### src/rtl/pbf_pkg.sv
package pbf_pkg;
    // Scale of the picture bus: 219/224 style studio range uses 224 here.
    localparam int SCALE        = 224;
    localparam int SCALE_W      = 8;
    localparam int Y_FLOOR      = 16;
    localparam int Y_CEIL       = 235;
    localparam int C_SPAN       = 112;
    localparam int C_MID        = 128;
    localparam int OUT_W        = 8;
    // Weight reset values: round(0.713*256), round(0.564*256).
    localparam int CR_GAIN_DFLT = 183;
    localparam int CB_GAIN_DFLT = 144;
endpackage

### src/rtl/pbf_luma_lane.sv
module pbf_luma_lane
    import pbf_pkg::*;
#(
    parameter int IN_W    = 12,
    parameter int IN_FRAC = 10
) (
    input  logic                   clk,
    input  logic                   rst_n,
    input  logic                   take_i,
    input  logic                   emit_i,
    input  logic signed [IN_W-1:0] luma_i,
    output logic [OUT_W-1:0]       y_o
);
    localparam int P1_W = IN_W + SCALE_W + 1;
    localparam int P2_W = P1_W + 2;
    localparam logic signed [P1_W-1:0] SCALE_S = P1_W'(SCALE);
    localparam logic signed [P2_W-1:0] BIAS    =
        P2_W'((Y_FLOOR << IN_FRAC) + (1 << (IN_FRAC - 1)));
    localparam logic signed [P2_W-1:0] LO      = P2_W'(Y_FLOOR);
    localparam logic signed [P2_W-1:0] HI      = P2_W'(Y_CEIL);

    typedef struct packed {
        logic [P1_W-1:0]  prod;
        logic [OUT_W-1:0] y;
    } luma_st_t;

    luma_st_t s_d, s_q;
    logic signed [P1_W-1:0] ext_d;
    logic signed [P2_W-1:0] biased_d;
    logic signed [P2_W-1:0] rnd_d;

    always_comb begin
        s_d      = s_q;
        ext_d    = {{(SCALE_W + 1){luma_i[IN_W-1]}}, luma_i};
        biased_d = $signed({{2{s_q.prod[P1_W-1]}}, s_q.prod}) + BIAS;
        rnd_d    = biased_d >>> IN_FRAC;
        if (take_i) begin
            s_d.prod = ext_d * SCALE_S;
        end
        if (emit_i) begin
            if (rnd_d < LO) begin
                s_d.y = OUT_W'(Y_FLOOR);
            end else if (rnd_d > HI) begin
                s_d.y = OUT_W'(Y_CEIL);
            end else begin
                s_d.y = rnd_d[OUT_W-1:0];
            end
        end
    end

    always_ff @(posedge clk or negedge rst_n) begin
        if (!rst_n) begin
            s_q <= '0;
        end else begin
            s_q <= s_d;
        end
    end

    assign y_o = s_q.y;
endmodule

### src/rtl/pbf_chroma_lane.sv
module pbf_chroma_lane
    import pbf_pkg::*;
#(
    parameter int IN_W      = 12,
    parameter int IN_FRAC   = 10,
    parameter int GAIN_W    = 9,
    parameter int GAIN_FRAC = 8
) (
    input  logic                   clk,
    input  logic                   rst_n,
    input  logic                   take_i,
    input  logic                   emit_i,
    input  logic signed [IN_W-1:0] diff_i,
    input  logic [GAIN_W-1:0]      gain_i,
    input  logic                   twos_i,
    output logic [OUT_W-1:0]       c_o
);
    localparam int P1_W  = IN_W + GAIN_W + 1;
    localparam int P2_W  = P1_W + SCALE_W + 1;
    localparam int SHIFT = IN_FRAC + GAIN_FRAC;
    localparam logic signed [P2_W-1:0] SCALE_S = P2_W'(SCALE);
    localparam logic signed [P2_W-1:0] HALF    = P2_W'(1) <<< (SHIFT - 1);
    localparam logic signed [P2_W-1:0] LIM_HI  = P2_W'(C_SPAN);
    localparam logic signed [P2_W-1:0] LIM_LO  = -P2_W'(C_SPAN);

    typedef struct packed {
        logic [P1_W-1:0]  prod;
        logic             twos;
        logic [OUT_W-1:0] c;
    } chroma_st_t;

    chroma_st_t s_d, s_q;
    logic signed [P1_W-1:0] ext_d;
    logic signed [P1_W-1:0] gain_ext_d;
    logic signed [P2_W-1:0] wide_d;
    logic signed [P2_W-1:0] rnd_d;
    logic [OUT_W-1:0]       lim_d;

    always_comb begin
        s_d        = s_q;
        ext_d      = {{(GAIN_W + 1){diff_i[IN_W-1]}}, diff_i};
        gain_ext_d = {{(IN_W + 1){1'b0}}, gain_i};
        wide_d     = $signed({{(SCALE_W + 1){s_q.prod[P1_W-1]}}, s_q.prod}) * SCALE_S;
        rnd_d      = (wide_d + HALF) >>> SHIFT;
        if (rnd_d > LIM_HI) begin
            lim_d = OUT_W'(C_SPAN);
        end else if (rnd_d < LIM_LO) begin
            lim_d = OUT_W'(-C_SPAN);
        end else begin
            lim_d = rnd_d[OUT_W-1:0];
        end
        if (take_i) begin
            s_d.prod = ext_d * gain_ext_d;
            s_d.twos = twos_i;
        end
        if (emit_i) begin
            s_d.c = s_q.twos ? lim_d : lim_d + OUT_W'(C_MID);
        end
    end

    always_ff @(posedge clk or negedge rst_n) begin
        if (!rst_n) begin
            s_q <= '0;
        end else begin
            s_q <= s_d;
        end
    end

    assign c_o = s_q.c;
endmodule

### src/rtl/pbf_picbus_fmt.sv
module pbf_picbus_fmt
    import pbf_pkg::*;
#(
    parameter int IN_W        = 12,
    parameter int IN_FRAC     = 10,
    parameter int GAIN_W      = 9,
    parameter int GAIN_FRAC   = 8,
    parameter int CR_GAIN_RST = CR_GAIN_DFLT,
    parameter int CB_GAIN_RST = CB_GAIN_DFLT
) (
    input  logic                   clk,
    input  logic                   rst_n,
    input  logic                   in_valid_i,
    input  logic signed [IN_W-1:0] luma_i,
    input  logic signed [IN_W-1:0] rmy_i,
    input  logic signed [IN_W-1:0] bmy_i,
    input  logic                   fmt_twos_i,
    input  logic                   cr_gain_we_i,
    input  logic                   cb_gain_we_i,
    input  logic [GAIN_W-1:0]      gain_wdata_i,
    output logic                   out_valid_o,
    output logic [7:0]             y_o,
    output logic [7:0]             cr_o,
    output logic [7:0]             cb_o
);
    localparam int LANES = 2;

    typedef struct packed {
        logic [GAIN_W-1:0] cr_gain;
        logic [GAIN_W-1:0] cb_gain;
        logic              v1;
        logic              v2;
    } ctl_t;

    ctl_t c_d, c_q;

    always_comb begin
        c_d    = c_q;
        c_d.v1 = in_valid_i;
        c_d.v2 = c_q.v1;
        if (cr_gain_we_i) begin
            c_d.cr_gain = gain_wdata_i;
        end
        if (cb_gain_we_i) begin
            c_d.cb_gain = gain_wdata_i;
        end
    end

    always_ff @(posedge clk or negedge rst_n) begin
        if (!rst_n) begin
            c_q.cr_gain <= GAIN_W'(CR_GAIN_RST);
            c_q.cb_gain <= GAIN_W'(CB_GAIN_RST);
            c_q.v1      <= 1'b0;
            c_q.v2      <= 1'b0;
        end else begin
            c_q <= c_d;
        end
    end

    pbf_luma_lane #(
        .IN_W    (IN_W),
        .IN_FRAC (IN_FRAC)
    ) u_luma (
        .clk    (clk),
        .rst_n  (rst_n),
        .take_i (in_valid_i),
        .emit_i (c_q.v1),
        .luma_i (luma_i),
        .y_o    (y_o)
    );

    logic signed [IN_W-1:0] diff_a [LANES];
    logic [GAIN_W-1:0]      gain_a [LANES];
    logic [OUT_W-1:0]       word_a [LANES];

    assign diff_a[0] = rmy_i;
    assign diff_a[1] = bmy_i;
    assign gain_a[0] = c_q.cr_gain;
    assign gain_a[1] = c_q.cb_gain;

    for (genvar g = 0; g < LANES; g++) begin : g_chroma
        pbf_chroma_lane #(
            .IN_W      (IN_W),
            .IN_FRAC   (IN_FRAC),
            .GAIN_W    (GAIN_W),
            .GAIN_FRAC (GAIN_FRAC)
        ) u_lane (
            .clk    (clk),
            .rst_n  (rst_n),
            .take_i (in_valid_i),
            .emit_i (c_q.v1),
            .diff_i (diff_a[g]),
            .gain_i (gain_a[g]),
            .twos_i (fmt_twos_i),
            .c_o    (word_a[g])
        );
    end

    assign cr_o        = word_a[0];
    assign cb_o        = word_a[1];
    assign out_valid_o = c_q.v2;
endmodule

### config.mk
export PLATFORM = sky130hd
export DESIGN_NAME = pbf_picbus_fmt
export DESIGN_NICKNAME = d
export VERILOG_FILES = /design/src/rtl/pbf_pkg.sv /design/src/rtl/pbf_luma_lane.sv /design/src/rtl/pbf_chroma_lane.sv /design/src/rtl/pbf_picbus_fmt.sv
export SDC_FILE = /design/constraint.sdc
export NUM_CORES = 1
export LEC_CHECK = 0
export BUFFER_PORTS_ARGS = -buffer_cell sky130_fd_sc_hd__buf_4
export CAP_MARGIN = 5
export CORE_UTILIZATION = 45
export CTS_BUF_LIST = sky130_fd_sc_hd__clkbuf_4 sky130_fd_sc_hd__clkbuf_8
export DETAILED_ROUTE_END_ITERATION = 8
export PLACE_DENSITY = 0.67
export SKIP_CTS_REPAIR_TIMING = 1
export SLEW_MARGIN = 15
export SYNTH_ARGS = -nofsm -noshare
export SYNTH_HDL_FRONTEND = slang
export SYNTH_SLANG_ARGS = --single-unit
### constraint.sdc
create_clock -name clk -period 10.25 [get_ports clk]
set_clock_uncertainty 0.1 [all_clocks]
set_input_delay 1.025 -clock clk [delete_from_list [all_inputs] [get_ports clk]]
set_output_delay 1.025 -clock clk [all_outputs]
set_load 0.01 [all_outputs]
==> results of run 1 <==
## worst paths after layout
kind	startpoint	endpoint	slack [ns]
max	c_q[14]	g_chroma[0].u_lane.s_q[27]	4.27
min	u_luma.y_o[1]	u_luma.y_o[1]	0.40
max reg2reg	c_q[14]	g_chroma[0].u_lane.s_q[27]	4.27
min reg2reg	u_luma.y_o[1]	u_luma.y_o[1]	0.40
max in group asynchronous	rst_n	g_chroma[0].u_lane.s_q[8]	8.42
min in group asynchronous	rst_n	g_chroma[1].u_lane.s_q[15]	0.45
## stage by stage
stage	utilization	setup WS (ns)
floorplan	-	4.226
global placement	0.4781	3.959
detailed placement	0.4781	3.883
CTS	0.4829	4.312
global route	0.4829	3.916
finish	0.4829	4.269
## kinds of logic (layout without fill, tap and decap cells)
group           count (synthesis)  after routing  synth area share
xor+xnor                      122            122           0.05919
flops                         101            101            0.1406
compound gates                280            280            0.1123
fa+ha+maj                     448            448            0.4082
simple gates                  494            494            0.1444
mux                            61             61           0.03749
buf+inv                       444            473           0.09786
## placed cells by master (no fill, tap or decap), types with 24 or more instances in the layout
cell type	Yosys	routed
nand3_1	28	28
and2_1	152	152
nor2_1	53	53
xor2_1	33	33
buf_4	24	78
a21oi_1	54	54
fa_1	235	235
nor3_1	24	24
inv_1	379	379
dfrtp_1	93	93
mux2_2	53	53
xnor2_1	89	89
nand2_1	146	146
ha_1	213	213
o21ai_0	50	50
## area by class of cell
type / count / area, um^2 / area share
Multi-Input combinational cell: 1405 / 13750 / 0.7183
Timing Repair Buffer: 78 / 585.6 / 0.03059
Tap cell: 525 / 656.9 / 0.03432
Sequential cell: 101 / 2537 / 0.1326
Clock inverter: 7 / 66.31 / 0.003464
Clock buffer: 9 / 123.9 / 0.006471
Inverter: 379 / 1423 / 0.07432
## synth_stat cells (4+ instances only)
cell type  instances  area share
nor4_1             6      0.0021
clkbuf_1          38      0.0079
xnor2_1           89       0.043
or3_1              5      0.0017
a21oi_1           54       0.015
o21bai_1          19      0.0079
nand2_1          146       0.030
mux2i_1            8      0.0044
a211oi_1          11      0.0046
inv_1            379       0.079
and4_1             4      0.0019
o21ai_1            4      0.0011
buf_4             24       0.010
or2_2              6      0.0021
fa_1             235        0.26
nor2_1            53       0.011
ha_1             213        0.15
xor2_1            33       0.016
o2bb2ai_1          7      0.0034
o31ai_1            5      0.0021
nand3_1           28      0.0078
a21o_1            23      0.0096
nor2b_1           17      0.0059
dfrtp_1           93        0.13
a211o_1            7      0.0034
nor3_1            24      0.0067
o21ai_0           50       0.014
and3_1            16      0.0055
and2_1           152       0.053
dfstp_2            8       0.012
o22a_1             4      0.0019
nand2b_1           6      0.0021
a31oi_1           13      0.0045
a31o_2             8      0.0039
nand4_1           11      0.0038
o211ai_1          12      0.0050
mux2_2            53       0.033
o21a_1             7      0.0029
## metal layers
| layer | track usage | routed length [um] | vias up |
|---|---|---|---|
| met5 | 0 | 0 | - |
| met4 | 0.03598 | 327 | 0 |
| met3 | 0.02112 | 1009 | 20 |
| met2 | 0.3020 | 16160 | 177 |
| met1 | 0.2611 | 17680 | 6179 |
| li1 | - | - | 6363 |
## state kept, by name (all words and copies together), names as in the netlist
signal and flops:
g_chroma.u_lane.c_o 16, u_luma.s_q 12, c_q 18, c_d 1, out_valid_o 1, u_luma.y_o 8
g_chroma.u_lane.s_q 45
## critical path, stage by stage (launching register included)
cell and delay [ns]:
dfrtp_1 0.67, nand2_1 0.15, fa_1 0.55, inv_1 0.04, ha_1 0.29, ha_1 0.29, inv_1 0.06, fa_1 0.50
fa_1 0.54, inv_1 0.04, ha_1 0.32, a21oi_1 0.23, o21bai_1 0.09, a21oi_1 0.22, o21bai_1 0.09, a21oi_1 0.21
o21ai_0 0.19, o41ai_1 0.57, o31a_1 0.23, nor2b_1 0.16, xnor2_1 0.07, mux2_2 0.26
==> metrics.yaml, run 1 <==
status:
  outcome: "finished, final reports clean"
sta:
  slew_headroom: 0.3821
  min_period_over_period: 0.5835
  grt_setup_unrepaired: "false"
  worst_slew_pin_slew_ns: 0.9183
  slew_violations: 0
  max_freq_mhz: 167.2
  fin_crit_ns: 5.981
  hold_viol_final: 0
  setup_tns_ns: 0
  finalSetupViolations: 0
  hold_ws_ns: 0.4044
global_routing:
  grt_use_total: 0.1837
  grt_start_max_net_pins: 76
  grt_pass1_wl_um: 62990
  antenna_found_initial: 0
  grt_pass1_vias: 13355
  gr-total-overflow: 0
detailed_routing:
  dr.pass1.iters: 4
  wl_um: 35180
  vias_per_cell: 5.087
  ant_nets: 0
  vias: 12739
  drtIter0Drc: 493
  post_drt_wl_per_cell_um: 14.05
  post-route-drc-count: 0
synthesis:
  synthFlopType: "dfrtp_1"
  ys_types: 86
  ys_seq_area_frac: 0.1406
  synth_warnings: 0
  syn_avg_cell_area_um2: 9.258
  synth_async_sr_flop_share: 1.000
  syn_nets: 2449
  synthCells: 1950
  synth_area_mm2: 0.01805
  synth_seq_cells: 101
  synth_edf_count: 0
critical_path:
  crit_type: "flop to flop"
  crit_arrival_ns: 6.18
  critPathCaptureType: "flop"
  rr_worst_depth: 21
  cp.required_ns: 10.45
  cp_max_fo: 13
  startpoint_type: "flop"
clock_network:
  cts_root_buf: "clkbuf_8"
  clk_pin_slew_worst_paths_ns: 0.12
  clk_path_buf_depth: 2
  cts_tree: "built"
  ctsHtreeMaxLevel: 3
  cts_made_buffers: 9
  clk_latency_ns: 0.42
  cts.sinks: 101
placed_design:
  post-place-cells: 2488
  hpwl_um: 29670
  place_area_mm2: 0.01895
  port_buffers: 75
  finalWeightedCongestion: 0.8659
layout:
  diodes: 0
  fin_cells: 2504
  drive_above_1_share: 0.09601
  nFillCells: 3795
  areaGrowthSynthToFinish_pct: 6.029
  final_cell_area_mm2: 0.01914
  layout.nets: 2473
floorplanning:
  die_area_mm2: 0.04092
  die_h_um: 202.3
  rows: 73
  die_w_um: 202.3
  initial_utilization: 0.4554
  pin_count: 76
  core_mm2: 0.03964
job:
  drv_cap: 0
hold_path:
  hp-class: "flop to flop"
  hold_depth: 1
Power of run 1 is not shown: default switching activity piles up to over one toggle a cycle in this logic, so the estimate is an artifact.
==> run 2, diff against run 1 <==
- clock period: 10.25 -> 5.7 ns (I/O delays scaled with it)
==> metrics.yaml, run 2 (synthesis gave the netlist of run 1 again) <==
layout:
  multi_input_area_mm2: 0.01384  # was 0.01375 mm^2
  regArea_mm2: 0.002546  # was 0.002537 mm^2
  final_common_cell: "inv_1"  # unchanged
  areaGrowthSynthToFinish_pct: 8.157  # was 6.029%
  largest_reg_flops: 45  # unchanged
  layout_common_cells: "377 x inv_1, 233 x fa_1, 209 x ha_1"  # was 379 x inv_1, 235 x fa_1, 213 x ha_1
  largest-register: "g_chroma.u_lane.s_q"  # unchanged
  utilization: 0.4926  # was 0.4829
  nFillCells: 3758  # was 3795
  layout.nets: 2510  # was 2473
  drive_above_1_share: 0.1245  # was 0.09601
  diodes: 0  # unchanged
detailed_routing:
  post-route-drc-count: 0  # unchanged
  dr.pass1.iters: 4  # unchanged
  vias_per_cell: 5.068  # was 5.087
  wl_um: 35770  # was 35180 um
  post_drt_wl_per_cell_um: 14.08  # was 14.05 um
  drtIter0Drc: 540  # was 493
  vias: 12877  # was 12739
  ant_nets: 0  # unchanged
critical_path:
  rr_worst_depth: 19  # was 21
  crit_type: "flop to flop"  # unchanged
  slowest_stage: "dfstp_2"  # was dfrtp_1
  slowest_delay_ns: 0.62  # was 0.67 ns
  cp_max_fo: 6  # was 13
  crit_arrival_ns: 5.75  # was 6.18 ns
  startpoint_type: "flop"  # unchanged
  regToRegEndpoint: "g_chroma[0].u_lane.s_q[28]"  # was g_chroma[0].u_lane.s_q[27]
  rrSetupSlack_ns: 0.14  # was 4.27 ns
  reg2reg_from: "c_q[13]"  # was c_q[14]
  worstPathCellList: "buf_6 > nand2_1 > fa_1 > inv_1 > fa_1 > inv_1 > fa_1 > inv_1 > fa_1 > fa_1 > ha_1 > or3_1 > o21ai_1 > inv_1 > a311o_1 > a21o_1 > a21oi_1 > xnor2_1 > mux2_2"  # was nand2_1 > fa_1 > inv_1 > ha_1 > ha_1 > inv_1 > fa_1 > fa_1 > inv_1 > ha_1 > a21oi_1 > o21bai_1 > a21oi_1 > o21bai_1 > a21oi_1 > o21ai_0 > o41ai_1 > o31a_1 > nor2b_1 > xnor2_1 > mux2_2
  cp.required_ns: 5.89  # was 10.45 ns
  critPathCaptureType: "flop"  # unchanged
  cpLargestDelayFamily: "adder cells"  # unchanged
  critPathMostFrequentCell: "fa_1"
  crit_buf_inv: 5  # was 3
placed_design:
  hpwl_um: 29980  # was 29670 um
  port_buffers: 75  # unchanged
  finalWeightedCongestion: 0.8634  # was 0.8659
status:
  outcome: "finished, final reports clean"  # unchanged
sta:
  fin_crit_ns: 5.561  # was 5.981 ns
  min_period_over_period: 0.9756  # was 0.5835
  slew_violations: 0  # unchanged
  worst_slew_pin_slew_ns: 1.031  # was 0.9183 ns
  hold_viol_final: 0  # unchanged
  hold_ws_ns: 0.3031  # was 0.4044 ns
  grt_setup_unrepaired: "true"  # was false
  max_freq_mhz: 179.8  # was 167.2 MHz
  finalSetupViolations: 0  # unchanged
  slew_headroom: 0.3126  # was 0.3821
hold_path:
  hold_end: "g_chroma[0].u_lane.s_q[8]"  # was u_luma.y_o[1]
  hp-class: "input port to flop"  # was flop to flop
  hp-start: "fmt_twos_i"  # was u_luma.y_o[1]
  hold_depth: 2  # was 1
global_routing:
  grt_use_total: 0.1798  # was 0.1837
  grt_pass1_vias: 13021  # was 13355
  gr-total-overflow: 0  # unchanged
  antenna_found_initial: 0  # unchanged
  grt_pass1_wl_um: 61600  # was 62990 um
  grt_start_max_net_pins: 82  # was 76
floorplanning:
  initial_utilization: 0.4554  # unchanged
  die_area_mm2: 0.04092  # unchanged
  rows: 73  # unchanged
  pin_count: 76  # unchanged
  die_h_um: 202.3  # unchanged
  core_mm2: 0.03964  # unchanged
  die_w_um: 202.3  # unchanged
job:
  drv_cap: 0  # unchanged
clock_network:
  ctsHtreeMaxLevel: 3  # unchanged
  cts_tree: "built"  # unchanged
  cts_root_buf: "clkbuf_8"  # unchanged
  clk_pin_slew_worst_paths_ns: 0.09  # was 0.12 ns
  clk_latency_ns: 0.40  # was 0.42 ns
  clk_path_buf_depth: 2  # unchanged
  cts.sinks: 101  # unchanged
  cts_made_buffers: 9  # unchanged
==> run 2: how the worst max path moves through the flow <==
stage	depth (start not counted)	to	startpoint
after floorplan	22	g_chroma[0].u_lane.s_q[27]	c_q[13]
after global placement	22	g_chroma[1].u_lane.s_q[29]	bmy_i[3]
after detailed placement	21	g_chroma[1].u_lane.s_q[29]	bmy_i[2]
after CTS	22	g_chroma[0].u_lane.s_q[27]	c_q[13]
after global routing	19	g_chroma[0].u_lane.s_q[30]	c_q[13]
final	19	g_chroma[0].u_lane.s_q[28]	c_q[13]
==> run 2: per-stage QoR <==
| stage | setup TNS, ns | instances | worst slack, ns | instance area (um^2) |
|---|---|---|---|---|
| floorplan | 0 | 1950 | 0.07641 | 18050 |
| finish | 0 | 2541 | 0.1391 | 19530 |
| CTS | 0 | 2522 | 0.02344 | 19270 |
| global placement | 0 | 2506 | 0.05987 | 19090 |
| global route | -0.06738 | 2541 | -0.03137 | 19530 |
| detailed placement | -0.04963 | 2506 | -0.03036 | 19090 |
==> run 2: routing by layer <==
layer  vias to the layer above  share of wire  GRT usage
li1                       6438              -          -
met5                         -              0          0
met3                        24          0.027    0.02177
met1                      6231           0.51     0.2546
met4                         0         0.0073    0.03276
met2                       184           0.46     0.2970
==> run 2: area by class of cell <==
| type | count | area share |
|---|---|---|
| clock buffer | 13 | 0.008202 |
| tap | 525 | 0.03364 |
| timing repair buffer | 115 | 0.04492 |
| multi-input combinational | 1405 | 0.7089 |
| clock inverter | 3 | 0.001089 |
| inverter | 379 | 0.07286 |
| sequential | 101 | 0.1304 |
==> run 2: worst register-to-register path: stages (launching register included) <==
cell,delay [ns]
dfstp_2,0.62
buf_6,0.13
nand2_1,0.07
fa_1,0.51
inv_1,0.05
fa_1,0.49
inv_1,0.05
fa_1,0.48
inv_1,0.06
fa_1,0.56
fa_1,0.42
ha_1,0.30
or3_1,0.34
o21ai_1,0.10
inv_1,0.07
a311o_1,0.40
a21o_1,0.19
a21oi_1,0.16
xnor2_1,0.09
mux2_2,0.26
Power of run 2 is left out for the same reason.
==> run 3, diff against run 2 <==
- BUFFER_PORTS_ARGS: -buffer_cell sky130_fd_sc_hd__buf_4 -> not set
- CTS_CLUSTER_SIZE: not set -> 28
- DONT_BUFFER_PORTS: not set -> 1
- PLACE_DENSITY: 0.67 -> 0.66
- RECOVER_POWER: not set -> 50
==> metrics.yaml, run 3 (synthesis gave the netlist of run 1 again) <==
floorplanning:
  die_area_mm2: 0.04092  # unchanged
  rows: 73  # unchanged
  initial_utilization: 0.4554  # unchanged
  core_mm2: 0.03964  # unchanged
  pin_count: 76  # unchanged
  die_w_um: 202.3  # unchanged
  die_h_um: 202.3  # unchanged
sta:
  slew_headroom: 0.4136  # was 0.3126
  worst_slew_pin_slew_ns: 0.8796  # was 1.031 ns
  fin_crit_ns: 5.560  # was 5.561 ns
  slew_violations: 0  # unchanged
  finalSetupViolations: 0  # unchanged
  hold_viol_final: 0  # unchanged
  max_freq_mhz: 179.9  # was 179.8 MHz
  min_period_over_period: 0.9754  # was 0.9756
  grt_setup_unrepaired: "true"  # unchanged
hold_path:
  hp-class: "input port to flop"  # unchanged
  hp-start: "in_valid_i"  # was fmt_twos_i
  hold_depth: 0  # was 2
status:
  outcome: "finished, final reports clean"  # unchanged
detailed_routing:
  post_drt_wl_per_cell_um: 14.61  # was 14.08 um
  wl_um: 35820  # was 35770 um
  dr.pass1.iters: 4  # unchanged
  vias: 12616  # was 12877
  drtIter0Drc: 423  # was 540
  post-route-drc-count: 0  # unchanged
  vias_per_cell: 5.147  # was 5.068
  ant_nets: 0  # unchanged
critical_path:
  crit_path_start: "c_q[12]"  # was c_q[13]
  cp.required_ns: 5.93  # was 5.89 ns
  reg2reg_from: "c_q[12]"  # was c_q[13]
  cp_max_fo: 7  # was 6
  crit_arrival_ns: 5.79  # was 5.75 ns
  startpoint_type: "flop"  # unchanged
  critPathCaptureType: "flop"  # unchanged
  rr_worst_depth: 19  # unchanged
  crit_type: "flop to flop"  # unchanged
global_routing:
  grt_pass1_vias: 12987  # was 13021
  grt_use_total: 0.1826  # was 0.1798
  use_met2: 0.2945  # was 0.2970
  busiest_layer: "met2"  # unchanged
  antenna_found_initial: 0  # unchanged
  grt_pass1_wl_um: 61800  # was 61600 um
  grt_start_max_net_pins: 102  # was 82
  gr-total-overflow: 0  # unchanged
  met3_usage: 0.03531  # was 0.02177
  grt_util_met1: 0.2538  # was 0.2546
layout:
  layout_common_cells: "379 x inv_1, 235 x fa_1, 208 x ha_1"  # was 377 x inv_1, 233 x fa_1, 209 x ha_1
  largest_reg_flops: 45  # unchanged
  layout.nets: 2420  # was 2510
  final_cell_area_mm2: 0.01889  # was 0.01953 mm^2
  final_common_cell: "inv_1"  # unchanged
  areaGrowthSynthToFinish_pct: 4.657  # was 8.157%
  largest-register: "g_chroma.u_lane.s_q"  # unchanged
  diodes: 0  # unchanged
  drive_above_1_share: 0.08204  # was 0.1245
  nFillCells: 3780  # was 3758
placed_design:
  finalWeightedCongestion: 0.8385  # was 0.8634
  port_buffers: 0  # was 75
  place_area_mm2: 0.01846  # was 0.01909 mm^2
  hpwl_um: 29750  # was 29980 um
clock_network:
  ctsHtreeMaxLevel: 3  # unchanged
  cts_tree: "built"  # unchanged
  clk_latency_ns: 0.43  # was 0.40 ns
  clk_pin_slew_worst_paths_ns: 0.11  # was 0.09 ns
  clk_path_buf_depth: 2  # unchanged
  cts_root_buf: "clkbuf_8"  # unchanged
  cts_made_buffers: 9  # unchanged
  cts.sinks: 101  # unchanged
job:
  drv_cap: 0  # unchanged
## run 3: path summary, 6_finish.rpt
path / to / slack, ns
min in group asynchronous: g_chroma[0].u_lane.s_q[9] / 0.61
max: g_chroma[0].u_lane.s_q[28] / 0.14
min: c_d[0] / 0.08
max in group asynchronous: g_chroma[1].u_lane.c_o[2] / 4.45
max reg2reg: g_chroma[0].u_lane.s_q[28] / 0.14
min reg2reg: g_chroma[1].u_lane.s_q[9] / 0.43
## run 3: layer usage
metal	up-vias	part of all wire
li1	6253	-
met1	6166	0.50
met2	181	0.45
met3	16	0.039
met4	0	0.0091
met5	-	0
## run 3: through the flow
stage          TNS, ns  utilization  hold WS, ns  instances  worst slack (ns)
6_report             0       0.4766      0.07590       2451            0.1404
5_1_grt        -0.1232       0.4766      0.03240       2451          -0.05968
4_1_cts              0       0.4709      -0.3398       2439          0.005669
3_5_place_dp         0       0.4658       0.1776       2423           0.01816
3_3_place_gp         0       0.4658       0.1779       2423            0.1234
2_1_floorplan        0            -       0.1744       1950           0.07641
## run 3: critical path: stages, from the launching register on
cell and delay [ns]:
dfstp_2 0.61, buf_4 0.16, nand2_1 0.07, fa_1 0.48
inv_1 0.05, fa_1 0.51, inv_1 0.05, fa_1 0.47
inv_1 0.05, fa_1 0.45, fa_1 0.61, ha_4 0.23
or3_1 0.34, o21ai_0 0.09, inv_1 0.08, a311o_1 0.37
a21o_1 0.21, a21oi_2 0.16, xnor2_1 0.08, mux2_2 0.26
## run 3: area by class of cell
| type | count | area, um^2 | area share |
|---|---|---|---|
| Tap cell | 525 | 656.9 | 0.03477 |
| Inverter | 379 | 1423 | 0.07529 |
| Clock inverter | 5 | 57.56 | 0.003046 |
| Timing Repair Buffer | 25 | 210.2 | 0.01113 |
| Clock buffer | 11 | 145.1 | 0.007682 |
| Multi-Input combinational cell | 1405 | 13860 | 0.7334 |
| Sequential cell | 101 | 2545 | 0.1347 |
Power of run 3 is left out for the same reason.
